File: src/rtl/irq_source_unit.sv
module irq_source_unit #(
  parameter int NSRC   = 16,
  parameter int NUM_W  = 12,
  parameter int PRIO_W = 8,
  parameter logic [NUM_W-1:0] BASE = 12'h100
) (
  input  logic              clk,
  input  logic              rst_n,
  input  logic              ev_valid,
  output logic              ev_ready,
  input  logic [2:0]        ev_kind,
  input  logic [NUM_W-1:0]  ev_num,
  input  logic [PRIO_W-1:0] ev_prio,
  output logic              dlv_valid,
  input  logic              dlv_ready,
  output logic [NUM_W-1:0]  dlv_num,
  output logic [PRIO_W-1:0] dlv_prio,
  output logic              resend_map
);
  localparam int IDX_W = $clog2(NSRC);
  localparam logic [PRIO_W-1:0] MASKED = '1;
  localparam logic [2:0] K_MSG = 3'd0, K_EOI = 3'd1, K_FAIL = 3'd2,
                         K_REJ = 3'd3, K_PRIO = 3'd4, K_SCAN = 3'd5;

  logic [1:0]        pq   [NSRC];
  logic [PRIO_W-1:0] prio [NSRC];
  logic [NSRC-1:0]   rs, mp;
  logic              scanning;

  logic [NUM_W-1:0] rel;
  logic [IDX_W-1:0] idx, low, try_idx;
  logic             in_rng, accept, hit, found, try_en;

  assign rel      = ev_num - BASE;
  assign in_rng   = (ev_num >= BASE) && (rel < NUM_W'(NSRC));
  assign idx      = rel[IDX_W-1:0];
  assign ev_ready = !dlv_valid && !scanning;
  assign accept   = ev_valid && ev_ready;
  assign hit      = accept && in_rng;

  always_comb begin
    found = 1'b0;
    low   = '0;
    for (int i = NSRC-1; i >= 0; i--)
      if (rs[i]) begin
        found = 1'b1;
        low   = IDX_W'(i);
      end
  end

  always_comb begin
    try_en  = 1'b0;
    try_idx = idx;
    if (hit) begin
      case (ev_kind)
        K_MSG:   try_en = !pq[idx][0];
        K_EOI:   try_en = pq[idx][1];
        K_REJ:   try_en = 1'b1;
        default: try_en = 1'b0;
      endcase
    end else if (scanning && !dlv_valid && found) begin
      try_en  = 1'b1;
      try_idx = low;
    end
  end

  always_ff @(posedge clk) begin
    if (!rst_n) begin
      for (int i = 0; i < NSRC; i++) begin
        pq[i]   <= 2'b00;
        prio[i] <= MASKED;
      end
      rs         <= '0;
      mp         <= '0;
      scanning   <= 1'b0;
      resend_map <= 1'b0;
      dlv_valid  <= 1'b0;
      dlv_num    <= '0;
      dlv_prio   <= '0;
    end else begin
      if (dlv_valid && dlv_ready) dlv_valid <= 1'b0;
      if (hit) begin
        case (ev_kind)
          K_MSG:  pq[idx] <= {pq[idx][0], 1'b1};
          K_EOI:  pq[idx] <= {1'b0, pq[idx][1]};
          K_FAIL: begin
            rs[idx]    <= 1'b1;
            resend_map <= 1'b1;
          end
          K_PRIO: begin
            prio[idx] <= ev_prio;
            if (mp[idx] && ev_prio != MASKED) begin
              mp[idx]   <= 1'b0;
              dlv_valid <= 1'b1;
              dlv_num   <= ev_num;
              dlv_prio  <= ev_prio;
            end
          end
          default: ;
        endcase
      end
      if (accept && ev_kind == K_SCAN) begin
        scanning   <= 1'b1;
        resend_map <= 1'b0;
      end else if (scanning && !dlv_valid && !found) begin
        scanning <= 1'b0;
      end
      if (try_en) begin
        rs[try_idx] <= 1'b0;
        if (prio[try_idx] == MASKED) mp[try_idx] <= 1'b1;
        else begin
          dlv_valid <= 1'b1;
          dlv_num   <= BASE + NUM_W'(try_idx);
          dlv_prio  <= prio[try_idx];
        end
      end
    end
  end

  AST_DLV_HOLD: assert property (@(posedge clk) disable iff (!rst_n)
    dlv_valid && !dlv_ready |=> dlv_valid && $stable(dlv_num) && $stable(dlv_prio));
  AST_BUSY_BLOCKS: assert property (@(posedge clk) disable iff (!rst_n)
    dlv_valid |-> !ev_ready);
  AST_NO_MASKED_DLV: assert property (@(posedge clk) disable iff (!rst_n)
    dlv_valid |-> dlv_prio != MASKED);
  AST_DLV_IN_RANGE: assert property (@(posedge clk) disable iff (!rst_n)
    dlv_valid |-> (dlv_num >= BASE) && (dlv_num - BASE < NUM_W'(NSRC)));
  AST_FAIL_SETS_MAP: assert property (@(posedge clk) disable iff (!rst_n)
    ev_valid && ev_ready && ev_kind == K_FAIL && in_rng |=> resend_map);
  AST_SCAN_CLEARS_MAP: assert property (@(posedge clk) disable iff (!rst_n)
    ev_valid && ev_ready && ev_kind == K_SCAN |=> !resend_map);
endmodule

File: config.mk
export PLATFORM = sky130hd
export DESIGN_NAME = irq_source_unit
export DESIGN_NICKNAME = d
export VERILOG_FILES = /design/src/rtl/irq_source_unit.sv
export SDC_FILE = /design/constraint.sdc
export NUM_CORES = 1
export LEC_CHECK = 0
export BUFFER_PORTS_ARGS = -buffer_cell sky130_fd_sc_hd__buf_2
export CAP_MARGIN = 40
export CORE_UTILIZATION = 69
export CTS_BUF_LIST = sky130_fd_sc_hd__clkbuf_4
export DETAILED_ROUTE_END_ITERATION = 8
export PLACE_DENSITY = 0.88
export SLEW_MARGIN = 10
export SYNTH_ARGS = -nofsm -noshare
export SYNTH_HDL_FRONTEND = slang
export SYNTH_SLANG_ARGS = --single-unit
File: constraint.sdc
create_clock -name clk -period 8.2 [get_ports clk]
set_input_delay 1.23 -clock clk [delete_from_list [all_inputs] [get_ports clk]]
set_output_delay 1.23 -clock clk [all_outputs]
set_load 0.05 [all_outputs]
==> qor.txt, run 1 <==
status -> finished clean
Worst Tran Pin Value -> 0.877 ns
H-tree levels -> 2
power density cells -> 194 nW/um^2
CTS tree -> built
Comb power frac -> 0.068
postcts setup bufs -> 0
Longest Clk Path Bufs -> 3
Final #Nets -> 981
share of cells above drive strength 1 -> 0.192
first-pass GRT wire length -> 43.2 mm
clock-pin transition on the worst setup and hold timing paths -> 0.06 ns
Resized Gates After CTS -> 0
Fill cells -> 881
I/O Buffers -> 49
Initial DRT Pass Iterations -> 5
CTS root buf -> clkbuf_4
VDD IR max -> 0.149 mV
Routed WL -> 27.7 mm
data arrival time of the critical path -> 4.55 ns
max_slew headroom -> 0.411
sum of negative setup slack -> 0 ns
Hold WC Path Type -> reg -> reg
chip height -> 124 um
Flop pwr share -> 0.537
RSZ-0062 raised after global routing -> false
reg2reg setup slack -> 4.03 ns
via/cell ratio -> 6.96
core area -> 14600 um^2
Yosys cell types -> 57
final period utilization -> 0.509
Primary FF master, synth -> edfxtp_1
most frequent cells in the layout -> 160 x edfxtp_1, 128 x or3_1, 79 x clkbuf_4, 75 x o21ai_0, 70 x mux2i_1
crit path time final -> 4.17 ns
clk_lat worst skew -> 0.68 ns
num ports -> 50
clk sinks -> 215
Total GRT Usage -> 0.361
Die W -> 124 um
dpl hpwl -> 17.3 mm
worst clock skew -> 0.0206 ns
Post-synth ARST share -> 0
Final Slew Violations -> 0
WS Path Type -> in -> reg
number of synthesized flops with an enable pin -> 160
kind of end point of the critical path -> flop
Hold Vio Cnt, Final -> 0
#FFs+latches synth -> 215
GRT Residual Overflow -> 0
WP data required -> 8.58 ns
Mapped Nets -> 931
RePlAce Congestion -> 0.919
area delta synth->final -> 9.41%
pin count of the biggest net entering global routing -> 129
clock network fraction of design power -> 0.395
Psw -> 0.000536 W
mapped cell area -> 10300 um^2
Hold Buf Count CTS -> 0
sequential cell area -> 5910 um^2
Setup violations, final -> 0
critical path peak fanout -> 63
final core utilization -> 0.774
area of the multi-input gates -> 4010 um^2
Pleak -> 3.64 nW
Syn Area/Cell -> 11.4 um^2
Synthesis Warnings -> 0
die footprint -> 15500 um^2
CP Launch Type -> input pin
Post-Syn Instances -> 904
fmax -> 240 MHz
via count -> 8180
sequential element share of the synthesized area -> 0.572
leading cell type in the layout, fill and taps excluded -> edfxtp_1
Routed wire per std cell -> 23.6 um
ANT nets after route -> 0
cell row count -> 44
DR DRC count -> 0
vias in the first global route -> 8098
Sw Share -> 0.245
Pint -> 0.00165 W
Initial Util -> 0.708
CTS buffer count -> 53
drt initial violations -> 1018
initial antenna violation count -> 1
# Max-Cap Violations -> 0
==> sequential cells by signal, indices dropped and copies added, names as in the netlist <==
signal / cells
prio: 128
resend_map: 1
dlv_num: 12
mp: 16
scanning: 1
dlv_valid: 1
rs: 16
pq: 32
dlv_prio: 8
==> final timing paths <==
path	from	end	cells after the start
setup / recovery	rst_n	pq[11][1]$_SDFFCE_PN0P_	8
hold / removal	dlv_num[9]$_SDFF_PN0_	dlv_num[9]$_SDFF_PN0_	2
setup reg to reg	rs[3]$_SDFF_PN0_	dlv_num[2]$_SDFF_PN0_	14
hold reg to reg	dlv_num[9]$_SDFF_PN0_	dlv_num[9]$_SDFF_PN0_	2
==> worst max-delay path: stages <==
cell and delay, ns:
buf_2 0.07, buf_4 0.49, clkinv_1 0.86, or4_1 0.75
buf_4 0.28, o21ai_1 0.48, buf_4 0.28, nor3_1 0.08
==> kinds of logic after synthesis <==
kind of cell,count (synthesis),synth area share
AND/OR/NAND/NOR,332,0.181
flip-flops,215,0.572
AO/OA/AOI/OAI,181,0.105
buffers and inverters,90,0.0418
multiplexers,86,0.100
==> Yosys cell counts, types with 6 or more instances <==
library cell | number | area [um^2]
o22ai_1 | 24 | 150
nor3_1 | 36 | 180
nor4_1 | 8 | 50.1
mux2i_1 | 71 | 711
buf_6 | 6 | 67.6
or3_1 | 128 | 801
o21ai_0 | 75 | 375
nor2_1 | 41 | 154
dfxtp_1 | 55 | 1100
a21oi_1 | 44 | 220
clkbuf_1 | 65 | 244
nand3_1 | 32 | 160
nor2b_1 | 10 | 62.6
mux4_2 | 14 | 315
nand2_1 | 47 | 176
edfxtp_1 | 160 | 4800
and2_1 | 8 | 50.1
==> power by group through the flow <==
stage / logic, W / registers [W] / clock network [W]
global route: 0.000155 / 0.00118 / 0.000921
finish: 0.000148 / 0.00118 / 0.000864
global placement: 0.000131 / 0.00120 / 0
floorplan: 0.0000920 / 0.00120 / 0
detailed placement: 0.000141 / 0.00120 / 0
CTS: 0.000142 / 0.00118 / 0.000864
==> final cells by class <==
type | count | share of cell area
Sequential cell | 215 | 0.523
Multi-Input combinational cell | 599 | 0.355
Clock buffer | 79 | 0.0525
Timing Repair Buffer | 79 | 0.0427
Tap cell | 184 | 0.0204
Clock inverter | 12 | 0.00421
Inverter | 6 | 0.00199
Antenna cell | 1 | 0.000221
==> metrics by stage <==
stage | setup WS (ns) | area [um^2] | power [W] | cells | hold WS (ns)
finish | 4.03 | 11300 | 0.00219 | 1175 | 0.441
global route | 3.86 | 11300 | 0.00225 | 1175 | 0.462
CTS | 4.11 | 11300 | 0.00218 | 1172 | 0.443
detailed placement | 3.49 | 10600 | 0.00134 | 1081 | 0.432
global placement | 3.18 | 10500 | 0.00133 | 1066 | 0.427
floorplan | 4.35 | 10300 | 0.00129 | 904 | 0.446
==> layer usage <==
layer,up-vias,GRT usage,part of all wire
met2,655,0.573,0.48
met3,142,0.0966,0.12
met4,0,0.207,0.053
met1,3811,0.447,0.35
met5,-,0,0
li1,3572,-,-
Note: power is estimated with default switching activity, not from simulation.
==> run 2: changes to the inputs <==
--- a/config.mk
+++ b/config.mk
@@ -7,10 +7,10 @@
 export LEC_CHECK = 0
 export BUFFER_PORTS_ARGS = -buffer_cell sky130_fd_sc_hd__buf_2
 export CAP_MARGIN = 40
-export CORE_UTILIZATION = 69
+export CORE_UTILIZATION = 64
 export CTS_BUF_LIST = sky130_fd_sc_hd__clkbuf_4
 export DETAILED_ROUTE_END_ITERATION = 8
-export PLACE_DENSITY = 0.88
+export PLACE_DENSITY = 0.83
 export SLEW_MARGIN = 10
 export SYNTH_ARGS = -nofsm -noshare
 export SYNTH_HDL_FRONTEND = slang
==> constraint.sdc (replaced) <==
create_clock -name clk -period 4.4 [get_ports clk]
set_input_delay 0.66 -clock clk [delete_from_list [all_inputs] [get_ports clk]]
set_output_delay 0.66 -clock clk [all_outputs]
set_load 0.05 [all_outputs]
==> run 2 against run 1 <==
Compared with the run above: global-route usage fell by 3.4 points; clock skew rose by 0.0031 ns; sequential power rose by 86%; worst hold slack got worse by 0.086 ns; power rose by 84%.
==> qor.txt, run 2 (synthesized netlist as in run 1, its figures left out) <==
Setup violations, final -> 0 (unchanged)
RSZ-0062 raised after global routing -> false (unchanged)
postcts setup bufs -> 0 (unchanged)
Non-Filler Instances -> 1206 (was 1175)
Final Slew Violations -> 0 (unchanged)
Hold WC Path Type -> in -> reg (was reg -> reg)
Hold Buf Count CTS -> 0 (unchanged)
leading cell type in the layout, fill and taps excluded -> edfxtp_1 (unchanged)
clock-pin transition on the worst setup and hold timing paths -> 0.07 ns (was 0.06 ns)
H-tree levels -> 2 (unchanged)
# Max-Cap Violations -> 0 (unchanged)
clk_lat worst skew -> 0.68 ns (about the same)
Die W -> 129 um (was 124 um)
CTS tree -> built (unchanged)
final core utilization -> 0.719 (was 0.774)
I/O Buffers -> 49 (unchanged)
core area -> 15800 um^2 (was 14600 um^2)
met3 usage -> 0.0756 (was 0.0966)
Total GRT Usage -> 0.327 (was 0.361)
WS Path Type -> reg -> reg (was in -> reg)
CP Launch Type -> flop (was input pin)
met2 Usage GRT -> 0.528 (was 0.573)
WP data required -> 5.00 ns (was 8.58 ns)
max_slew headroom -> 0.473 (was 0.411)
share of cells above drive strength 1 -> 0.194 (was 0.192)
Place WS -> 0.409 ns (was 3.49 ns)
Final Hold Slack -> 0.355 ns (was 0.441 ns)
kind of end point of the critical path -> flop (unchanged)
DR DRC count -> 0 (unchanged)
die footprint -> 16600 um^2 (was 15500 um^2)
fmax -> 245 MHz
area of the multi-input gates -> 4010 um^2 (unchanged)
Initial DRT Pass Iterations -> 7 (was 5)
Pleak -> 3.65 nW (was 3.64 nW)
Routed WL -> 26.0 mm (was 27.7 mm)
Routed wire per std cell -> 21.5 um (was 23.6 um)
Initial Util -> 0.652 (was 0.708)
cell count after placement -> 1125 (was 1081)
Fill cells -> 1083 (was 881)
critical path peak fanout -> 15 (was 63)
CTS root buf -> clkbuf_4 (unchanged)
GRT Residual Overflow -> 0 (unchanged)
Resized Gates After CTS -> 0 (unchanged)
data arrival time of the critical path -> 4.67 ns (was 4.55 ns)
Final #Nets -> 990 (was 981)
grt met1 use -> 0.412 (was 0.447)
sequential cell area -> 5910 um^2 (unchanged)
clk sinks -> 215 (unchanged)
drt initial violations -> 756 (was 1018)
pin count of the biggest net entering global routing -> 64 (was 129)
status -> finished clean (unchanged)
VDD IR max -> 0.276 mV (was 0.149 mV)
first-pass GRT wire length -> 40.6 mm (was 43.2 mm)
cell row count -> 46 (was 44)
chip height -> 129 um (was 124 um)
initial antenna violation count -> 1 (unchanged)
RePlAce Congestion -> 0.975 (was 0.919)
ANT nets after route -> 0 (unchanged)
CTS buffer count -> 52 (was 53)
worst clock skew -> 0.0236 ns (was 0.0206 ns)
max reg flops -> 128 (unchanged)
area delta synth->final -> 10.1% (was 9.41%)
sum of negative setup slack -> 0 ns (unchanged)
Worst Tran Pin Value -> 0.780 ns (was 0.877 ns)
final period utilization -> 0.927
crit path time final -> 4.08 ns
Hold Vio Cnt, Final -> 0 (unchanged)
PnR worst setup slack -> 0.322 ns (was 4.03 ns)
dpl hpwl -> 17.0 mm (was 17.3 mm)
vias in the first global route -> 7650 (was 8098)
most frequent cells in the layout -> 160 x edfxtp_1, 128 x or3_1, 75 x o21ai_0, 72 x clkbuf_4, 70 x mux2i_1 (was 160 x edfxtp_1, 128 x or3_1, 79 x clkbuf_4, 75 x o21ai_0, 70 x mux2i_1)
num ports -> 50 (unchanged)
Top Registers -> prio (128), pq (32) (unchanged)
via count -> 7932 (was 8180)
Most Crowded Layer GR -> met2 (unchanged)
Longest Clk Path Bufs -> 3 (unchanged)
power density cells -> 354 nW/um^2 (was 194 nW/um^2)
Top reg by flops -> prio (unchanged)
via/cell ratio -> 6.58 (was 6.96)
[run 2: path summary, 6_finish.rpt]
check / start / end / slack (ns) / cells past startpoint
setup / recovery: rs[7]$_SDFF_PN0_ / mp[13]$_SDFF_PN0_ / 0.32 / 13
hold / removal: dlv_ready / dlv_valid$_SDFF_PN0_ / 0.35 / 3
setup reg to reg: rs[7]$_SDFF_PN0_ / mp[13]$_SDFF_PN0_ / 0.32 / 13
hold reg to reg: dlv_num[10]$_SDFF_PN0_ / dlv_num[10]$_SDFF_PN0_ / 0.44 / 2
[run 2: cell type report]
class | instances | area share
diodes | 1 | 0.000220
flip-flops and latches | 215 | 0.519
clock inverters | 8 | 0.00495
clock buffers | 72 | 0.0475
repair buffers | 89 | 0.0494
inverters | 6 | 0.00198
multi-input cells | 599 | 0.353
well taps | 216 | 0.0238
[run 2: where the power goes]
part	switching, W	leakage [nW]	internal, W	total, W
clock	0.000752	0.356	0.000797	0.00155
sequential	0.00000568	1.69	0.00219	0.00219
combinational	0.000195	1.61	0.0000877	0.000283
total	0.000952	3.65	0.00307	0.00402
[run 2: per-layer routing]
layer / vias to the layer above / part of all wire
li1: 3571 / -
met4: 0 / 0.051
met2: 493 / 0.48
met1: 3744 / 0.37
met3: 124 / 0.096
met5: - / 0
[run 2: metrics by stage]
step	cell area (um^2)	power, W
after CTS	11400	0.00402
after floorplan	10300	0.00241
final	11400	0.00402
after detailed placement	10800	0.00251
after global routing	11400	0.00415
after global placement	10800	0.00250
[run 2: critical path: stages (launching register included)]
cell       delay [ns]
dfxtp_1          0.36
nor2_1           0.15
o311ai_1         0.11
a311oi_1         0.53
a2bb2oi_2        0.49
nand2_1          0.27
o22ai_1          0.34
nor4_1           0.13
buf_4            0.16
nor4_2           0.24
and4bb_1         0.68
buf_4            0.30
nand3_1          0.08
a21oi_1          0.16
